## src/rtl/q15_mac_pkg.sv

```systemverilog
package q15_mac_pkg;

  localparam int OPC_W = 4;

  typedef enum logic [OPC_W-1:0] {
    OP_MULW  = 4'd0,
    OP_MAC   = 4'd1,
    OP_MSU   = 4'd2,
    OP_ADDW  = 4'd3,
    OP_SUBW  = 4'd4,
    OP_MULN  = 4'd5,
    OP_MULNR = 4'd6,
    OP_RNDN  = 4'd7
  } mac_op_e;

endpackage

```

## src/rtl/q15_clip.sv

```systemverilog
module q15_clip #(
  parameter int IN_W  = 32,
  parameter int OUT_W = 16
) (
  input  logic [IN_W-1:0]  in_i,
  output logic [OUT_W-1:0] out_o,
  output logic             clip_o
);
  localparam logic signed [IN_W-1:0] LIM_HI =
    {{(IN_W-OUT_W+1){1'b0}}, {(OUT_W-1){1'b1}}};
  localparam logic signed [IN_W-1:0] LIM_LO =
    {{(IN_W-OUT_W+1){1'b1}}, {(OUT_W-1){1'b0}}};
  localparam logic [OUT_W-1:0] OUT_MAX = {1'b0, {(OUT_W-1){1'b1}}};
  localparam logic [OUT_W-1:0] OUT_MIN = {1'b1, {(OUT_W-1){1'b0}}};

  logic above, below;

  always_comb begin
    above  = $signed(in_i) > LIM_HI;
    below  = $signed(in_i) < LIM_LO;
    clip_o = above | below;
    if (above)      out_o = OUT_MAX;
    else if (below) out_o = OUT_MIN;
    else            out_o = in_i[OUT_W-1:0];
  end
endmodule

```

## src/rtl/q15_frac_mul.sv

```systemverilog
module q15_frac_mul #(
  parameter int W = 16
) (
  input  logic [W-1:0]   a_i,
  input  logic [W-1:0]   b_i,
  output logic [2*W-1:0] wide_o,
  output logic           wide_ovf_o,
  output logic [W-1:0]   narrow_o,
  output logic           narrow_ovf_o,
  output logic [W-1:0]   narrow_rnd_o,
  output logic           narrow_rnd_ovf_o
);
  localparam int PW = 2 * W;
  localparam logic [W-1:0]  NMIN = {1'b1, {(W-1){1'b0}}};
  localparam logic [PW-1:0] WMAX = {1'b0, {(PW-1){1'b1}}};
  localparam logic signed [PW-1:0] RND_BIAS = PW'(1) << (W - 2);

  logic signed [PW-1:0] prod, prod_bias;
  logic [PW-1:0] shf [2];
  logic [W-1:0]  clipped [2];
  logic          clipped_f [2];
  logic          both_min;

  always_comb begin
    prod      = $signed(a_i) * $signed(b_i);
    prod_bias = prod + RND_BIAS;
    both_min  = (a_i == NMIN) && (b_i == NMIN);
    // Doubling overflows only for the most negative value squared.
    wide_o     = both_min ? WMAX : (prod <<< 1);
    wide_ovf_o = both_min;
    shf[0]     = prod >>> (W - 1);
    shf[1]     = prod_bias >>> (W - 1);
  end

  for (genvar g = 0; g < 2; g++) begin : g_clip
    q15_clip #(.IN_W(PW), .OUT_W(W)) u_clip (
      .in_i   (shf[g]),
      .out_o  (clipped[g]),
      .clip_o (clipped_f[g])
    );
  end

  assign narrow_o         = clipped[0];
  assign narrow_ovf_o     = clipped_f[0];
  assign narrow_rnd_o     = clipped[1];
  assign narrow_rnd_ovf_o = clipped_f[1];
endmodule

```

## src/rtl/q15_sat_addsub.sv

```systemverilog
module q15_sat_addsub #(
  parameter int W = 32
) (
  input  logic [W-1:0] x_i,
  input  logic [W-1:0] y_i,
  input  logic         sub_i,
  output logic [W-1:0] sum_o,
  output logic         ovf_o
);
  localparam logic [W-1:0] SMAX = {1'b0, {(W-1){1'b1}}};
  localparam logic [W-1:0] SMIN = {1'b1, {(W-1){1'b0}}};

  logic [W-1:0] raw;
  logic         same_sign, sign_flip;

  always_comb begin
    raw       = sub_i ? (x_i - y_i) : (x_i + y_i);
    same_sign = x_i[W-1] == y_i[W-1];
    sign_flip = raw[W-1] != x_i[W-1];
    // Add can only overflow with like signs, subtract only with unlike ones.
    ovf_o     = sign_flip && (sub_i ? !same_sign : same_sign);
    sum_o     = ovf_o ? (x_i[W-1] ? SMIN : SMAX) : raw;
  end
endmodule

```

## src/rtl/q15_mac_unit.sv

```systemverilog
module q15_mac_unit
  import q15_mac_pkg::*;
#(
  parameter int W = 16
) (
  input  logic            clk,
  input  logic            rst_n,
  input  logic            in_valid,
  output logic            in_ready,
  input  logic [OPC_W-1:0] opcode,
  input  logic [W-1:0]    op_a,
  input  logic [W-1:0]    op_b,
  input  logic [2*W-1:0]  acc_in,
  output logic            out_valid,
  input  logic            out_ready,
  output logic [2*W-1:0]  res_wide,
  output logic [W-1:0]    res_narrow,
  output logic            res_ovf
);
  localparam int PW = 2 * W;
  localparam logic [PW-1:0] HALF = PW'(1) << (W - 1);
  localparam logic [PW-1:0] WMAX = {1'b0, {(PW-1){1'b1}}};
  localparam logic [PW-1:0] WMIN = {1'b1, {(PW-1){1'b0}}};
  localparam logic [W-1:0]  NMAX = {1'b0, {(W-1){1'b1}}};

  logic [PW-1:0] mul_wide;
  logic          mul_wide_ovf;
  logic [W-1:0]  mul_nar, mul_nar_r;
  logic          mul_nar_ovf, mul_nar_r_ovf;

  q15_frac_mul #(.W(W)) u_mul (
    .a_i              (op_a),
    .b_i              (op_b),
    .wide_o           (mul_wide),
    .wide_ovf_o       (mul_wide_ovf),
    .narrow_o         (mul_nar),
    .narrow_ovf_o     (mul_nar_ovf),
    .narrow_rnd_o     (mul_nar_r),
    .narrow_rnd_ovf_o (mul_nar_r_ovf)
  );

  logic [PW-1:0] add_y, add_sum;
  logic          add_sub, add_ovf;

  // One saturating adder serves accumulate, add, subtract and round.
  always_comb begin
    add_sub = (opcode == OP_MSU) || (opcode == OP_SUBW);
    case (opcode)
      OP_MAC, OP_MSU:   add_y = mul_wide;
      OP_ADDW, OP_SUBW: add_y = {op_a, op_b};
      OP_RNDN:          add_y = HALF;
      default:          add_y = '0;
    endcase
  end

  q15_sat_addsub #(.W(PW)) u_add (
    .x_i   (acc_in),
    .y_i   (add_y),
    .sub_i (add_sub),
    .sum_o (add_sum),
    .ovf_o (add_ovf)
  );

  logic [PW-1:0] w_d;
  logic [W-1:0]  n_d;
  logic          f_d;
  logic          wide_kind, narrow_kind;

  always_comb begin
    w_d = '0;
    n_d = '0;
    f_d = 1'b0;
    wide_kind   = 1'b0;
    narrow_kind = 1'b0;
    case (opcode)
      OP_MULW: begin
        w_d = mul_wide; f_d = mul_wide_ovf; wide_kind = 1'b1;
      end
      OP_MAC, OP_MSU: begin
        w_d = add_sum; f_d = add_ovf | mul_wide_ovf; wide_kind = 1'b1;
      end
      OP_ADDW, OP_SUBW: begin
        w_d = add_sum; f_d = add_ovf; wide_kind = 1'b1;
      end
      OP_MULN: begin
        n_d = mul_nar; f_d = mul_nar_ovf; narrow_kind = 1'b1;
      end
      OP_MULNR: begin
        n_d = mul_nar_r; f_d = mul_nar_r_ovf; narrow_kind = 1'b1;
      end
      OP_RNDN: begin
        n_d = add_sum[PW-1:W]; f_d = add_ovf; narrow_kind = 1'b1;
      end
      default: ;
    endcase
    // Wrapping round of the wide result: carry in from the top fraction bit.
    if (wide_kind)   n_d = w_d[PW-1:W] + {{(W-1){1'b0}}, w_d[W-1]};
    if (narrow_kind) w_d = {{W{n_d[W-1]}}, n_d};
  end

  logic            vld_q, ovf_q;
  logic [PW-1:0]   wide_q;
  logic [W-1:0]    nar_q;
  logic [OPC_W-1:0] op_q;
  logic            accept;

  assign in_ready = !vld_q || out_ready;
  assign accept   = in_valid && in_ready;

  always_ff @(posedge clk or negedge rst_n) begin
    if (!rst_n) begin
      vld_q  <= 1'b0;
      ovf_q  <= 1'b0;
      wide_q <= '0;
      nar_q  <= '0;
      op_q   <= '0;
    end else if (accept) begin
      vld_q  <= 1'b1;
      ovf_q  <= f_d;
      wide_q <= w_d;
      nar_q  <= n_d;
      op_q   <= opcode;
    end else if (out_ready) begin
      vld_q  <= 1'b0;
    end
  end

  assign out_valid  = vld_q;
  assign res_wide   = wide_q;
  assign res_narrow = nar_q;
  assign res_ovf    = ovf_q;

  AST_STALL_HOLD: assert property (@(posedge clk) disable iff (!rst_n)
    (vld_q && !out_ready) |=> (vld_q && $stable(wide_q) && $stable(nar_q) && $stable(ovf_q)));

  AST_UNUSED_ZERO: assert property (@(posedge clk) disable iff (!rst_n)
    (accept && (opcode > OP_RNDN)) |=> (wide_q == '0 && nar_q == '0 && !ovf_q));

  AST_MULW_NO_MIN: assert property (@(posedge clk) disable iff (!rst_n)
    (accept && opcode == OP_MULW) |=> (wide_q != WMIN));

  AST_CLAMP_LIMIT: assert property (@(posedge clk) disable iff (!rst_n)
    (vld_q && ovf_q && (op_q == OP_ADDW || op_q == OP_SUBW)) |-> (wide_q == WMAX || wide_q == WMIN));

  AST_ROUND_CLAMP_POS: assert property (@(posedge clk) disable iff (!rst_n)
    (vld_q && ovf_q && op_q == OP_RNDN) |-> (nar_q == NMAX));
endmodule

```

## config.mk

```make
export PLATFORM = sky130hd
export DESIGN_NAME = q15_mac_unit
export DESIGN_NICKNAME = d
export VERILOG_FILES = /design/src/rtl/q15_mac_pkg.sv /design/src/rtl/q15_clip.sv /design/src/rtl/q15_frac_mul.sv /design/src/rtl/q15_sat_addsub.sv /design/src/rtl/q15_mac_unit.sv
export SDC_FILE = /design/constraint.sdc
export NUM_CORES = 1
export LEC_CHECK = 0
export BUFFER_PORTS_ARGS = -buffer_cell sky130_fd_sc_hd__buf_2
export CORE_ASPECT_RATIO = 1.4
export CORE_MARGIN = 5
export CORE_UTILIZATION = 53
export CTS_BUF_LIST = sky130_fd_sc_hd__clkbuf_2 sky130_fd_sc_hd__clkbuf_4 sky130_fd_sc_hd__clkbuf_8
export DETAILED_ROUTE_END_ITERATION = 10
export PLACE_DENSITY = 0.71
export SETUP_SLACK_MARGIN = 0.3
export SYNTH_ARGS = -nofsm -noshare
export SYNTH_HDL_FRONTEND = slang
export SYNTH_SLANG_ARGS = --single-unit
```

## constraint.sdc

```tcl
create_clock -name clk -period 2.35 [get_ports clk]
set_input_delay 0.1175 -clock clk [delete_from_list [all_inputs] [get_ports clk]]
set_output_delay 0.1175 -clock clk [all_outputs]
set_load 0.01 [all_outputs]
```

==> qor.csv <==
metric,value,unit
slowest_stage,fa_2,
final_layout_size_suffix_gt1_share,39.6,%
num_vias,19800,
cap_viol_max_count,0,
die_height,226,um
drc_errors,0,
clock_path_buffers,2,
fin_crit_sh,416,%
status,finished with violations,
critPathKind,in -> reg,
ys_seq_area_share,7.11,%
antenna_found_initial,0,
fillers,2344,
path_clk_slew,0.11,ns
htreeDepth,2,
setup_viol_count_final,49,
startpoint_type,input port,
fin_skew,0.0123,ns
routed_wl,71.7,mm
clock-sinks,50,
cp_max_fo,7,
cts_buffers,5,
crit_arrival,9.96,ns
violations,negative setup slack,
die_w,164,um
layout_common_cells,"buf_4 (689), inv_1 (302), fa_1 (245)",
synth_edf_count,0,
synth_nets,2641,
area_delta_synth_final,47.6,%
layout_commonest_cell,buf_4,
vias_per_cell,5.83,
grt_max_degree,40,
dr.pass1.iters,6,
fin_ws,-7.42,ns
gp_congestion,1.10,
first_global_vias,20900,
place_ws,-8.05,ns
relSlewSlack,43.6,%
first_iter_violations,1213,
wl_per_cell,21.2,um
clockRootBuffer,clkbuf_8,
cp_common_cell,buf_4,
diodes,0,
period_minus_slack,9.77,ns
grt_pass1_wl,110,mm
die_area,37000,sq um
portBuffers,122,
clk_latency,0.32,ns
fmax,0.102,GHz
seqCellArea,1250,sq um
async_reset_ff_share,100,%
core-area,33000,sq um
multi_input_area,16200,sq um
worstPathRequired,2.54,ns
ios,123,
grt_use_total,38.3,%
overflow,0,
rsz0062_at_grt,true,
max_stage_delay,0.54,ns
synth_area,17600,sq um
hp-class,in -> reg,
synth-seq-cells,50,
worstMarginPinSlew,0.846,ns
cts_tree,built,
yosys_most_used_dff,dfrtp_1,
initial_utilization,53.3,%
dp_hpwl,59.3,mm
hold_violations,0,
avgSynthCellArea,8.04,sq um
drv_slew,0,
ys_warn_count,0,
critical_path.endpoint_type,register,
ant_nets,0,
synthDistinctLibCells,93,
nets,3396,
num_rows,79,
synth_cells,2189,
per-layer routing:
metal | global-route usage [%] | up-vias | wire length (um)
li1 | - | 8814 | -
met1 | 41.4 | 9710 | 24700
met2 | 68.0 | 873 | 35900
met3 | 4.31 | 353 | 4030
met4 | 28.7 | 0 | 7130
met5 | 0 | - | 0
flip-flops by register name, indices dropped and copies added (netlist names):
signal and count:
res_narrow 16, res_wide 32, out_valid 1, res_ovf 1
kinds of logic (layout without fill, tap and decap cells):
kind of cell               count (synthesis)  in the layout  synth area share [%]
DFF                                       50             50                  7.11
buffers and inverters                    441           1197                  9.60
AOI/OAI and AO/OA                        482            482                  18.9
and+or+nand+nor                          739            739                  21.3
muxes                                      4              4                 0.235
adders and majority gates                381            381                  38.3
xor gates and xnor gates                  92             92                  4.58
synthesized netlist by cell type (8+ instances only):
cell       count  area [sq um]
dfrtp_1       50          1250
nor2b_1        9          56.3
and3_1        22           138
or3_1         18           113
a31oi_1       19           119
o21ai_0      119           596
inv_1        320          1200
ha_1         117          1460
buf_2         13          65.1
fa_1         263          5270
xor2_1        40           350
a2111oi_0      8          70.1
o211ai_1      13          97.6
o22ai_1        8          50.1
nor4_1        30           188
nor3_1        32           160
nand3_1       32           160
o21a_1        23           173
a211oi_1      12          90.1
nor2_1       133           499
a21o_1        36           270
a211o_1        8          70.1
a21oi_1       95           475
o22a_1        24           210
clkbuf_1      98           368
nand4_1       23           144
and2_1       127           795
xnor2_1       52           455
nand2_1      237           890
nand2b_1      19           119
a22oi_1        9          67.6
or2_2         14          87.6
per-stage QoR:
step	instances	setup TNS, ns	instance area [sq um]	hold slack, ns	util [%]
global route	3390	-360.98	26000	0.0329	78.7
detailed placement	3289	-371.94	23600	0.244	71.5
finish	3390	-347.13	26000	0.0314	78.7
global placement	3289	-370.37	23600	0.235	71.5
floorplan	2189	-329.75	18200	-0.178	-
CTS	3349	-339.46	25000	0.0285	75.8
path summary, 6_finish.rpt:
check                       startpoint        endpoint  slack (ns)  depth (start not counted)
setup / recovery               op_b[4]   res_narrow[9]       -7.42                         50
hold / removal                in_valid       out_valid        0.03                          2
setup reg to reg             out_valid   res_narrow[9]        0.41                          8
hold reg to reg            res_wide[0]     res_wide[0]        0.49                          2
max in group asynchronous        rst_n  res_narrow[13]        1.12                          3
min in group asynchronous        rst_n     res_wide[5]        0.42                          2
layout make-up:
cell class / count / area share (%)
Clock buffer: 6 / 0.318
Clock inverter: 2 / 0.149
Inverter: 320 / 4.64
Multi-Input combinational cell: 1698 / 62.4
Sequential cell: 50 / 4.82
Tap cell: 445 / 2.14
Timing Repair Buffer: 869 / 25.6
critical path, delay by kind of cell:
family | cells | cell delay, ns
simple gates | 8 | 1.51
buf+inv | 16 | 1.72
xor+xnor | 1 | 0.34
compound gates | 16 | 2.50
fa+ha+maj | 9 | 3.73
what timing repair did:
action / 4_1_cts / 5_1_grt
hold buffers: 1 / 0
setup buffers: 51 / 41
hold endpoints to repair: 30 / 0
resized for setup: 206 / 172
setup endpoints to repair: 49 / 49
pin swaps: 115 / 138
Power is not shown: default switching activity piles up to over one toggle a cycle in this logic, so the estimate is an artifact.
